===== config.mk =====
export PLATFORM = sky130hd
export DESIGN_NAME = raw_interlock
export DESIGN_NICKNAME = d
export VERILOG_FILES = /design/src/rtl/raw_interlock_pkg.sv /design/src/rtl/ri_src_cmp.sv /design/src/rtl/ri_fwd_reg.sv /design/src/rtl/raw_interlock.sv
export SDC_FILE = /design/constraint.sdc
export NUM_CORES = 1
export LEC_CHECK = 0
export BUFFER_PORTS_ARGS = -buffer_cell sky130_fd_sc_hd__buf_2
export CORE_AREA = 4 4 41 43
export DETAILED_ROUTE_END_ITERATION = 7
export DIE_AREA = 0 0 45 47
export PLACE_DENSITY = 0.66
export SLEW_MARGIN = 20
export SYNTH_ARGS = -nofsm -noshare
export SYNTH_HDL_FRONTEND = slang
export SYNTH_SLANG_ARGS = --single-unit

===== constraint.sdc =====
create_clock -name clk -period 2.05 [get_ports clk]
set_input_delay 0.41 -clock clk [delete_from_list [all_inputs] [get_ports clk]]
set_output_delay 0.41 -clock clk [all_outputs]
set_load 0.01 [all_outputs]

===== src/rtl/raw_interlock_pkg.sv =====
package raw_interlock_pkg;
  typedef enum logic [1:0] {
    FWD_RF  = 2'd0,
    FWD_MEM = 2'd1,
    FWD_WB  = 2'd2
  } fwd_src_e;
endpackage


===== src/rtl/ri_src_cmp.sv =====
// Per-source dependence check against the two older stages.
module ri_src_cmp
  import raw_interlock_pkg::*;
#(
  parameter int REG_AW = 5
) (
  input  logic [REG_AW-1:0] rs,
  input  logic [REG_AW-1:0] ex_rd,
  input  logic              ex_wen,
  input  logic              ex_is_load,
  input  logic [REG_AW-1:0] mem_rd,
  input  logic              mem_wen,
  output logic              load_use,
  output fwd_src_e          next_sel
);
  localparam logic [REG_AW-1:0] ZERO_REG = '0;

  logic rs_live, ex_hit, mem_hit;

  always_comb begin
    rs_live  = (rs != ZERO_REG);
    ex_hit   = rs_live && ex_wen  && (ex_rd  == rs);
    mem_hit  = rs_live && mem_wen && (mem_rd == rs);
    load_use = ex_hit && ex_is_load;
    if (ex_hit)       next_sel = FWD_MEM;
    else if (mem_hit) next_sel = FWD_WB;
    else              next_sel = FWD_RF;
  end
endmodule


===== src/rtl/ri_fwd_reg.sv =====
// Bypass selects that travel into execute with the instruction.
module ri_fwd_reg
  import raw_interlock_pkg::*;
#(
  parameter int NUM_SRC = 2
) (
  input  logic                    clk,
  input  logic                    rst,
  input  logic                    squash,
  input  fwd_src_e [NUM_SRC-1:0]  sel_d,
  output logic [NUM_SRC-1:0][1:0] sel_q
);
  always_ff @(posedge clk) begin
    for (int i = 0; i < NUM_SRC; i++) begin
      if (rst || squash) sel_q[i] <= FWD_RF;
      else               sel_q[i] <= sel_d[i];
    end
  end
endmodule


===== src/rtl/raw_interlock.sv =====
module raw_interlock
  import raw_interlock_pkg::*;
#(
  parameter int REG_AW  = 5,
  parameter int NUM_SRC = 2
) (
  input  logic                         clk,
  input  logic                         rst,
  input  logic [NUM_SRC-1:0][REG_AW-1:0] id_rs,
  input  logic [REG_AW-1:0]            ex_rd,
  input  logic                         ex_wen,
  input  logic                         ex_is_load,
  input  logic [REG_AW-1:0]            mem_rd,
  input  logic                         mem_wen,
  output logic                         hold,
  output logic                         bubble,
  output logic [NUM_SRC-1:0][1:0]      fwd_sel
);
  logic     [NUM_SRC-1:0] load_use;
  fwd_src_e [NUM_SRC-1:0] next_sel;
  logic                   stall;

  for (genvar s = 0; s < NUM_SRC; s++) begin : g_src
    ri_src_cmp #(.REG_AW(REG_AW)) u_cmp (
      .rs         (id_rs[s]),
      .ex_rd      (ex_rd),
      .ex_wen     (ex_wen),
      .ex_is_load (ex_is_load),
      .mem_rd     (mem_rd),
      .mem_wen    (mem_wen),
      .load_use   (load_use[s]),
      .next_sel   (next_sel[s])
    );
  end

  assign stall  = |load_use;
  assign hold   = stall;
  assign bubble = stall;

  ri_fwd_reg #(.NUM_SRC(NUM_SRC)) u_fwd (
    .clk    (clk),
    .rst    (rst),
    .squash (stall),
    .sel_d  (next_sel),
    .sel_q  (fwd_sel)
  );
endmodule


==> qor.csv <==
stage,metric,value,unit
logic_synthesis,synth_area_per_cell,9.92,um^2
sta,relSlewSlack,0.687,
sta,maxSlewViolCount,0,
layout,largest_reg_flops,4,
power,power_frac_seq,0.300,
layout,largestRegisters,u_fwd.sel_q (4),
sta,worst_pin_slew,0.465,ns
placement,gp_congestion,0.727,
logic_synthesis,synth-simple-area-share,0.261,
global_routing,grt_antenna_before_repair,0,
clock_tree,cts_sinks,4,
routing,wire_per_inst,12.0,um
routing,vias_per_cell,4.81,
sta,fin_ws,0.0665,ns
global_routing,grt_pass1_vias,402,
clock_tree,cts_buffer_depth,2,
power,powerDensity,426,nW/um^2
layout,regMostFlops,u_fwd.sel_q,
floorplanning,die_width,45,um
layout,nFillCells,146,
global_routing,grt_first_pass_wirelength,1610,um
logic_synthesis,yosysWarningCount,0,
critical_path,path_cells,buf_2 > or4_4 > nor2_4 > nor4_2 > o21a_1 > buf_2,
critical_path,cp_common_cell,buf_2,
floorplanning,die_h,47,um
sta,timing.fmax,504,MHz
floorplanning,initial_core_util,0.328,
sta,setup_viol_count_final,0,
power,p_sw_frac,0.273,
critical_path,path_class,in -> out,
logic_synthesis,synth.area.mux_share,0,
logic_synthesis,synthesis.area,427,um^2
sta,finalCriticalPeriod,1.98,ns
flow_run,cap_violations,0,
clock_tree,cts_setup_buffers,0,
routing,num_vias,438,
floorplanning,row_count,13,
clock_tree,holdBufCountCts,0,
logic_synthesis,synth_top_family_by_area,XOR/XNOR gates,
critical_path,crit_arrival,1.57,ns
logic_synthesis,synth.most_common_cell,xnor2_1,
logic_synthesis,synth_area_leaders,"xnor2_1 33%, dfxtp_1 19%, xor2_1 8.2%, a2111oi_2 7.0%, nand4_1 5.9%",
logic_synthesis,ys_async_sr_fraction,0,
routing,first_pass_iters,4,
sta,setup_tns,0,ns
logic_synthesis,synth_nets,68,
layout,drive_gt1_frac,0.553,
routing,drtAntennaViolNets,0,
status,status,"finished, final reports clean",
power,power.switching,0.0717,mW
logic_synthesis,synth_compound_area_frac,0.123,
critical_path,setup.worst_path.end,bubble,
power,p_leak,0.251,nW
layout,final_nets,103,
routing,drt_iter0_drc,3,
logic_synthesis,synthAdderAreaFrac,0,
logic_synthesis,yosys.area.top_type,xnor2_1,
logic_synthesis,synth-edff-count,0,
sta,fin_crit_sh,0.968,
logic_synthesis,synth-seq-cells,4,
critical_path,startpoint_type,input pin,
power,peakVddDrop,140,uV
logic_synthesis,syn-instance-count,43,
floorplanning,ioPinCount,31,
clock_tree,numCtsBuffers,3,
critical_path,crit_slowest_cell,or4_4,
global_routing,grt_max_degree,6,
global_routing,grt_usage,0.106,
power,power.internal,0.192,mW
logic_synthesis,synth_common_cells,"16 x xnor2_1, 4 x dfxtp_1, 4 x nand4_1, 4 x xor2_1",
critical_path,worst-path-max-fanout,4,
placement,io_buffers,30,
logic_synthesis,yosysTopAreaCellShare,0.328,
clock_tree,root_buffer,clkbuf_4,
clock_tree,path_clk_slew,0.03,ns
placement,dp_slack,0.0630,ns
critical_path,max_stage_delay,0.55,ns
sta,timing.hold.ws,0.386,ns
worst_hold_path,hold_path_class,in -> reg,
critical_path,crit_start,id_rs[1],
clock_tree,cts_tree,built,
routing,wirelength,1090,um
global_routing,grt_overflow,0,
sta,rsz0062_at_grt,false,
floorplanning,design.die.area,2120,um^2
floorplanning,design.core.area,1300,um^2
sta,hold_viol_final,0,
logic_synthesis,yosys_most_used_dff,dfxtp_1,
logic_synthesis,ys_seq_area_frac,0.188,
clock_tree,post_cts_resized,0,
logic_synthesis,synthXorXnorAreaFrac,0.411,
clock_tree,cts_max_level,1,
layout,area_growth,44.9,%
power,power_frac_clock,0.351,
critical_path,end_kind,primary output,
layout,antenna_cells,0,
critical_path,cp.required,1.64,ns
logic_synthesis,synth_cell_types,14,
routing,remaining_drc_errors,0,
power,p_comb_frac,0.349,
## power groups by stage
stage | registers, mW | logic, mW | clock network, mW
2_1_floorplan | 0.0805 | 0.0457 | 0
3_3_place_gp | 0.0801 | 0.0907 | 0
3_5_place_dp | 0.0802 | 0.0929 | 0
4_1_cts | 0.0790 | 0.0932 | 0.0978
5_1_grt | 0.0790 | 0.100 | 0.0994
6_report | 0.0790 | 0.0919 | 0.0924
## placed cells by master, fill, tap and decap left out
cell type / n
buf_2: 30
xnor2_1: 16
xor2_1: 4
nand4_1: 4
dfxtp_1: 4
clkbuf_4: 3
or4_4: 2
nor4_2: 2
nor3b_1: 2
o211ai_1: 2
a2111oi_2: 2
nor2_2: 1
nor2_4: 1
o21a_1: 1
nor2b_1: 1
buf_4: 1
## how the worst min path moves through the flow
stage               slack [ns]             end        from  cells past startpoint
floorplan                 0.49  u_fwd.sel_q[0]  ex_is_load                      1
global placement          0.61  u_fwd.sel_q[2]         rst                      2
detailed placement        0.61  u_fwd.sel_q[0]         rst                      2
CTS                       0.37  u_fwd.sel_q[0]         rst                      2
global route              0.38  u_fwd.sel_q[0]         rst                      2
finish                    0.39  u_fwd.sel_q[0]         rst                      2
## layout make-up
cell class                 count  area (um^2)  area share
clock buffer                   3         22.5      0.0364
multi-input combinational     38          339       0.549
sequential                     4         80.1       0.130
tap                           15         18.8      0.0304
timing repair buffer          31          158       0.255
## routing by layer
metal	up-vias	GRT usage	routed length, um
met2	26	0.206	537
met3	0	0.0115	152
met5	-	0	0
met4	0	0.0351	0
li1	223	-	-
met1	189	0.118	399
## metrics by stage
stage	std cells	instance area (um^2)	util	total power, mW
after floorplan	43	427	-	0.126
after global placement	88	596	0.458	0.171
after detailed placement	88	596	0.458	0.173
after CTS	91	618	0.475	0.270
after global routing	91	618	0.475	0.278
final	91	618	0.475	0.263
## cell families after synthesis
kind of cell / after synthesis
AOI/OAI and AO/OA: 5
xor gates and xnor gates: 20
buffers and inverters: 1
and+or+nand+nor: 13
DFF: 4
## critical path: cells and delay by family
family                 cells  cell delay, ns
AO/OA/AOI/OAI              1            0.18
buffers and inverters      2            0.26
AND/OR/NAND/NOR            3            0.72
No activity file was read; power rests on OpenSTA's default activity.
